<file path="config.mk">
export PLATFORM = sky130hd
export DESIGN_NAME = wavegen_top
export DESIGN_NICKNAME = d
export VERILOG_FILES = /design/src/rtl/wavegen_pkg.sv /design/src/rtl/wavegen_prescaler.sv /design/src/rtl/wavegen_phase.sv /design/src/rtl/wavegen_shapes.sv /design/src/rtl/wavegen_top.sv
export SDC_FILE = /design/constraint.sdc
export NUM_CORES = 1
export LEC_CHECK = 0
export ABC_AREA = 1
export BUFFER_PORTS_ARGS = -buffer_cell sky130_fd_sc_hd__buf_2
export CAP_MARGIN = 20
export CORE_MARGIN = 3
export CORE_UTILIZATION = 50
export CTS_CLUSTER_DIAMETER = 60
export CTS_CLUSTER_SIZE = 10
export DETAILED_ROUTE_END_ITERATION = 12
export GPL_TIMING_DRIVEN = 0
export PLACE_DENSITY = 0.76
export SLEW_MARGIN = 20
export SYNTH_ARGS = -nofsm -noshare
export SYNTH_HDL_FRONTEND = slang
export SYNTH_SLANG_ARGS = --single-unit
</file>
<file path="constraint.sdc">
create_clock -name clk -period 2.6 [get_ports clk]
set_input_delay 0.13 -clock clk [delete_from_list [all_inputs] [get_ports clk]]
set_output_delay 0.13 -clock clk [all_outputs]
set_load 0.005 [all_outputs]
</file>
<file path="src/rtl/wavegen_pkg.sv">
package wavegen_pkg;

    localparam int SAMPLE_W   = 8;
    localparam int PHASE_W    = 4;
    localparam int NPOINTS    = 1 << PHASE_W;
    localparam int SAMPLE_MAX = (1 << SAMPLE_W) - 1;

    typedef logic [SAMPLE_W-1:0] sample_t;
    typedef logic [PHASE_W-1:0]  phase_t;

    typedef enum logic [1:0] {
        WSEL_SQUARE = 2'b00,
        WSEL_TRI    = 2'b01,
        WSEL_SINE   = 2'b10,
        WSEL_OFF    = 2'b11
    } wsel_e;

    typedef struct packed {
        sample_t sample;
        logic    step;
    } out_state_t;

    // Quarter-symmetric sine codes centred on 128, halves rounded up
    function automatic sample_t sine_code(input phase_t k);
        sample_t v;
        case (k)
            4'd0:    v = 8'd128;
            4'd1:    v = 8'd176;
            4'd2:    v = 8'd218;
            4'd3:    v = 8'd245;
            4'd4:    v = 8'd255;
            4'd5:    v = 8'd245;
            4'd6:    v = 8'd218;
            4'd7:    v = 8'd176;
            4'd8:    v = 8'd128;
            4'd9:    v = 8'd79;
            4'd10:   v = 8'd37;
            4'd11:   v = 8'd10;
            4'd12:   v = 8'd0;
            4'd13:   v = 8'd10;
            4'd14:   v = 8'd37;
            default: v = 8'd79;
        endcase
        return v;
    endfunction

endpackage

</file>
<file path="src/rtl/wavegen_prescaler.sv">
module wavegen_prescaler #(
    parameter int CLK_DIV = 5000000
) (
    input  logic clk,
    input  logic rst,
    output logic tick_o
);
    localparam int CNT_W = (CLK_DIV > 1) ? $clog2(CLK_DIV) : 1;
    localparam logic [CNT_W-1:0] LAST = CNT_W'(CLK_DIV - 1);

    logic [CNT_W-1:0] count_d, count_q;

    always_comb begin
        tick_o  = (count_q == LAST);
        count_d = tick_o ? '0 : count_q + 1'b1;
    end

    always_ff @(posedge clk or posedge rst) begin
        if (rst) count_q <= '0;
        else     count_q <= count_d;
    end


    count_range_chk: assert property (@(posedge clk) disable iff (rst)
        count_q <= LAST);


    count_restart_chk: assert property (@(posedge clk) disable iff (rst)
        tick_o |=> (count_q == '0));

endmodule

</file>
<file path="src/rtl/wavegen_phase.sv">
module wavegen_phase
    import wavegen_pkg::*;
(
    input  logic   clk,
    input  logic   rst,
    input  logic   tick_i,
    output phase_t phase_o,
    output phase_t phase_nx_o
);
    phase_t phase_d, phase_q;

    always_comb begin
        phase_d = phase_q;
        if (tick_i) phase_d = phase_q + 1'b1;
    end

    always_ff @(posedge clk or posedge rst) begin
        if (rst) phase_q <= '0;
        else     phase_q <= phase_d;
    end

    assign phase_o    = phase_q;
    assign phase_nx_o = phase_d;


    phase_hold_chk: assert property (@(posedge clk) disable iff (rst)
        !tick_i |=> $stable(phase_q));


    phase_wrap_chk: assert property (@(posedge clk) disable iff (rst)
        (tick_i && phase_q == phase_t'(NPOINTS - 1)) |=> (phase_q == '0));

endmodule

</file>
<file path="src/rtl/wavegen_shapes.sv">
module wavegen_shapes
    import wavegen_pkg::*;
(
    input  phase_t  idx_i,
    output sample_t square_o,
    output sample_t tri_o,
    output sample_t sine_o
);
    localparam int HALF = NPOINTS / 2;
    localparam int STEP_SH = SAMPLE_W - (PHASE_W - 1);

    phase_t mirror;

    always_comb begin
        mirror   = phase_t'(NPOINTS) - idx_i;
        square_o = (idx_i < phase_t'(HALF)) ? sample_t'(SAMPLE_MAX) : '0;
        if (idx_i == phase_t'(HALF))
            tri_o = sample_t'(SAMPLE_MAX);
        else if (idx_i < phase_t'(HALF))
            tri_o = {idx_i[PHASE_W-2:0], {STEP_SH{1'b0}}};
        else
            tri_o = {mirror[PHASE_W-2:0], {STEP_SH{1'b0}}};
        sine_o   = sine_code(idx_i);
    end

endmodule

</file>
<file path="src/rtl/wavegen_top.sv">
module wavegen_top
    import wavegen_pkg::*;
#(
    parameter int CLK_DIV = 5000000
) (
    input  logic       clk,
    input  logic       rst,
    input  logic [1:0] wave_sel,
    output logic [7:0] sample_o,
    output logic [3:0] phase_o,
    output logic       step_o
);
    logic       tick;
    phase_t     phase_q, phase_nx;
    sample_t    sq_w, tri_w, sin_w;
    out_state_t st_d, st_q;

    wavegen_prescaler #(.CLK_DIV(CLK_DIV)) u_pre (
        .clk    (clk),
        .rst    (rst),
        .tick_o (tick)
    );

    wavegen_phase u_phase (
        .clk        (clk),
        .rst        (rst),
        .tick_i     (tick),
        .phase_o    (phase_q),
        .phase_nx_o (phase_nx)
    );

    wavegen_shapes u_shapes (
        .idx_i    (phase_nx),
        .square_o (sq_w),
        .tri_o    (tri_w),
        .sine_o   (sin_w)
    );

    always_comb begin
        st_d.step = tick;
        case (wsel_e'(wave_sel))
            WSEL_SQUARE: st_d.sample = sq_w;
            WSEL_TRI:    st_d.sample = tri_w;
            WSEL_SINE:   st_d.sample = sin_w;
            default:     st_d.sample = '0;
        endcase
    end

    always_ff @(posedge clk or posedge rst) begin
        if (rst) st_q <= '0;
        else     st_q <= st_d;
    end

    assign sample_o = st_q.sample;
    assign phase_o  = phase_q;
    assign step_o   = st_q.step;


    off_zero_chk: assert property (@(posedge clk) disable iff (rst)
        (wave_sel == 2'b11) |=> (sample_o == 8'd0));


    square_level_chk: assert property (@(posedge clk) disable iff (rst)
        (wave_sel == 2'b00) |=> (sample_o == 8'd0 || sample_o == 8'd255));


    step_moves_phase_chk: assert property (@(posedge clk) disable iff (rst)
        step_o |-> (phase_o != $past(phase_o)));

    generate
        if (CLK_DIV > 1) begin : g_pulse

            step_single_chk: assert property (@(posedge clk) disable iff (rst)
                step_o |=> !step_o);
        end
    endgenerate

endmodule

</file>
# After elaboration in Yosys (flattened, before gate mapping)
# Memory sizes are Yosys's and may differ from the RTL's.
# Cells that the tools add are included.
totals:
  inputBits: 4
  ff_bits: 36
  n_memories: 1
  out_inout_bits: 13
  romBits: 128
  wordCells: 20
classes:
  reduce_logical: 1
  muxes: 6
  n_lt_le_gt_ge: 1
  eq_ne: 4
  addsub: 3
memory_table:
  columns: ["memory", "depth", "width", "read_ports", "rd_ports_with_merged_regs", "write_ports", "line_no", "text"]
  rows:
  - ["(no name shown)", 16, 8, 1, 0, 0, "wavegen_pkg.sv:26", "case (k)"]
ops:
  columns: ["operator", "n"]
  rows:
  - ["$mux 8", 3]
  - ["$pmux 8 s3", 1]
  - ["$add 23x1->23 const B", 1]
  - ["$eq 23x23->1 const B", 1]
  - ["$mux 23", 1]
  - ["$add 4x1->4 const B", 1]
  - ["$eq 4x4->1 const B", 1]
  - ["$lt 4x4->1 const B", 1]
  - ["$mux 4", 1]
  - ["$sub 1x3->3 const A", 1]
  - ["$eq 2x1->1 const B", 1]
  - ["$eq 2x2->1 const B", 1]
  - ["$logic_not 2->1", 1]

# Depth between registers and ports, before layout
logic_depth:
  ltp_word: 6
  ltp_mapped: 15
  ltp_nobuf: 15

# Modules after synthesis
# Synthesis repeated with hierarchy kept, for this count alone.
unflattened:
  cells_unflattened: 340
  area_unflattened_um2: 2492.4
by_module_without_submodules:
  columns: ["module", "seq_area_each_um2", "cells_per_inst", "n_inst", "area_per_inst_um2"]
  rows:
  - ["wavegen_prescaler", 575.6, 209, 1, 1517.7]
  - ["wavegen_top", 225.2, 47, 1, 416.6]
  - ["wavegen_shapes", 0.0, 64, 1, 374.1]
  - ["wavegen_phase", 100.1, 20, 1, 183.9]

# Least setup slack after synthesis
# OpenSTA, ideal clock, no wires.
synth_timing:
  kind: "register to register"
  from: "reg u_pre.count_q[0]"
  to: "reg st_q (netlist bit sample_o[6])"
  path_stages_with_launch: 13
  period_less_slack_ns: 2.367
  setup_time_ns: 0.121
  path_buffers: 1
  slack_ns: 0.233
  arrival_time_ns: 2.246
  t_required_ns: 2.479
  cell_sequence: "dfrtp_1 ha_1 nand3_2 nor2_4 nand3_2 buf_6 xor2_1 inv_1 ha_1 inv_1 nand3_1 a21oi_1 nand2_1"
synth_lines:
  columns: ["element", "line_no", "text"]
  rows:
  - ["start, declared", "wavegen_prescaler.sv:11", "logic [CNT_W-1:0] count_d, count_q;"]
  - ["start signal, assigned", "wavegen_prescaler.sv:20", "else count_q <= count_d;"]
  - ["end signal, assigned", "wavegen_top.sv:51", "else st_q <= st_d;"]
  - ["end, declared", "wavegen_top.sv:16", "out_state_t st_d, st_q;"]

==> impl_metrics.yaml <==
outcome:
  status: "finished clean"
floorplanning:
  boundaryPins: 17
  start_util_pct: 52.9
  rows: 23
  die_h_um: 71.8
  core-area_sq_um: 4090
  die-area_sq_um: 5150
  fp.dieW_um: 71.8
logic_synthesis:
  yosysWarnings: 0
  seq_area_frac_synth_pct: 39.4
  synth_area_sq_um: 2160
  ys_ff_latch: 34
  yosysUniqueCellTypes: 31
  syn-num-nets: 303
  syn_avg_cell_area_sq_um: 7.46
  synthCells: 290
final_layout:
  final_util_pct: 60.1
  layout.cells.non_filler: 366
  syn2layout_area_growth_pct: 13.5
  fin_nets: 328
  drive_gt1_share_pct: 19.0
  diodes: 0
timing:
  final.min_clock_period_ns: 2.34
  min_period_over_period_pct: 89.8
  rsz0062_at_grt: "false"
  fmax_mhz: 428
  setup_viol: 0
  worst_clock_skew_ns: 0.0133
  slew_headroom_pct: 53.8
  max_slew.worst_pin.slew_ns: 0.692
  finalHoldViolCount: 0
  slew_viol_final: 0
  setup_ws_ns: 0.264
placed_design:
  dp_worst_setup_slack_ns: -0.216
  portBuffers: 16
  gp_congestion: 0.886
  place_inst: 356
  place_hpwl_mm: 3.40
clock_tree:
  cts_max_path_buffers: 2
  htree_levels: 2
  cts_buffers: 5
  cts_root_buf: "clkbuf_8"
  insertion_delay_ns: 0.29
  path_clk_slew_ns: 0.07
  cts_tree: "done"
  clkSinkCount: 34
worst_hold_path:
  holdCritStartpoint: "wave_sel[0]"
  whs_path_depth: 4
  holdPathEnd: "sample_o[4]"
  min_path_type: "in -> reg"
setup_path:
  reg2reg_to: "sample_o[5]"
  startpoint_type: "flip-flop"
  ff2ff_path_depth: 14
  crit_path_end_kind: "flip-flop"
  cp_slowest_cell: "dfrtp_1"
  r2r_slack_ns: 0.26
  crit_top_cell: "nand3_2"
  required_ns: 2.79
  cp_slowest_stage_delay_ns: 0.42
  path_class: "reg -> reg"
  r2r-start: "u_pre.count_q[0]"
  critPathArrivalTime_ns: 2.52
  worstPathCellList: "ha_1, nand3_2, nor2_4, nand3_2, buf_6, xor2_4, buf_4, ha_1, nand3_2, inv_2, nand2_2, nand2_2, nor2_1, nand2_1"
  cp_max_fo: 10
power_and_ir_drop:
  p_per_area_nw_per_um2: 427
  power.leakage_nw: 1.37
  ir_worst_vdd_mv: 0.188
routing:
  viasPerCell: 5.19
  first_iter_violations: 152
  avgRoutedWirePerCell_um: 12.4
  drc: 0
  via_count: 1898
  wirelength_mm: 4.52
  firstDrtPassIters: 4
  postRouteAntennaNets: 0
job:
  maxCapViolations: 0
grt:
  antenna_found_initial: 0
  grt_pass1_wl_mm: 7.70
  grt_pass1_vias: 1754
  grt-ovfl-total: 0
  grt_max_degree: 35
  grt_usage_pct: 19.1
cell families (layout without fill, tap and decap cells):
family                   after synthesis  after routing  share of synthesized area, %
flip-flops                            34             34                          39.4
XOR/XNOR                               9              9                          3.65
AO/OA/AOI/OAI                         22             22                          6.60
buffers and inverters                 59             85                          10.9
AND/OR/NAND/NOR                      157            157                          34.3
adder cells (fa/ha/maj)                9              9                          5.21
power breakdown:
part	internal [mW]	switching, mW	total [mW]
clock	0.282	0.195	0.477
combinational	0.0128	0.0226	0.0354
sequential	0.534	0.00143	0.535
total	0.828	0.219	1.05
synth_stat cells:
cell	n	area [sq um]
nand2_1	65	244
inv_1	49	184
dfrtp_1	34	851
nor2_1	29	109
nand3_1	21	105
nand4_1	11	68.8
a21oi_1	9	45.0
ha_1	9	113
nor3_1	9	45.0
xor2_1	8	70.1
inv_2	7	26.3
nand2_2	5	31.3
nor2_2	5	31.3
o21ai_0	5	25.0
nand3_2	4	40.0
buf_4	2	15.0
nand2_4	2	22.5
nor4_1	2	12.5
or2_2	2	12.5
a41oi_1	1	8.76
buf_6	1	11.3
nor2_4	1	11.3
nor3b_1	1	7.51
o211a_1	1	10.0
o211ai_1	1	7.51
o21ai_1	1	5.00
o21ai_2	1	8.76
o21ai_4	1	16.3
o21bai_1	1	7.51
o221ai_1	1	8.76
xnor2_1	1	8.76
timing repair:
item | CTS | global route
gates resized for setup | 2 | 2
hold buffers | 1 | 0
endpoints found under the hold margin | 34 | 0
endpoints found under the setup margin | 3 | 2
setup buffers | 0 | 1
placed cells by master (no fill, tap or decap), types with 6 or more instances in the layout:
cell type   n
ha_1        9
nand2_1    64
nor2_1     28
nand3_1    21
inv_1      48
nand2_2     6
nand4_1    11
xor2_1      7
buf_2      16
nor2_2      6
a21oi_1     9
nor3_1      9
inv_2       8
dfrtp_1    34
metrics by stage:
stage               instance area (sq um)  hold slack [ns]  setup TNS, ns  total power, mW
floorplan                            2160            0.272              0            0.566
global placement                     2300            0.476         -0.291            0.580
detailed placement                   2300            0.285         -0.427            0.580
CTS                                  2440            0.171              0             1.06
global route                         2450            0.202              0             1.09
finish                               2450            0.179              0             1.05
registers in the layout, summed over array words and instances (netlist names):
| name | cells |
|---|---|
| sample_o | 6 |
| u_pre.count_q | 23 |
| step_o | 1 |
| u_phase.phase_o | 4 |
worst max path at each step:
stage                     cells past startpoint              from           to  slack, ns
after floorplan                              12  u_pre.count_q[0]  sample_o[6]       0.23
after global placement                       12  u_pre.count_q[0]  sample_o[6]      -0.16
after detailed placement                     12  u_pre.count_q[0]  sample_o[6]      -0.22
after CTS                                    12  u_pre.count_q[0]  sample_o[2]        0.1
after global routing                         12  u_pre.count_q[0]  sample_o[6]       0.03
final                                        14  u_pre.count_q[0]  sample_o[5]       0.26
routing by layer:
| metal | global-route usage [%] | vias up | share of wire [%] |
|---|---|---|---|
| li1 | - | 968 | - |
| met5 | 0 | - | 0 |
| met3 | 3.65 | 11 | 4.8 |
| met2 | 29.4 | 46 | 45 |
| met1 | 25.0 | 873 | 48 |
| met4 | 10.6 | 0 | 2.7 |
cell type report:
type | instances | area (sq um)
clock buffers | 5 | 68.8
repair buffers | 18 | 97.6
flip-flops and latches | 34 | 851
plain buffers | 3 | 26.3
inverters | 56 | 210
well taps | 50 | 62.6
fillers | 376 | 1630
clock inverters | 3 | 40.0
multi-input cells | 197 | 1100
critical path: cells and delay by family, from the launching register on:
kind	cells	cell delay [ns]
adders and majority gates	2	0.41
xor gates and xnor gates	1	0.16
DFF	1	0.42
buffers and inverters	3	0.41
and+or+nand+nor	8	0.83
Power figures use the tool's default switching activity.
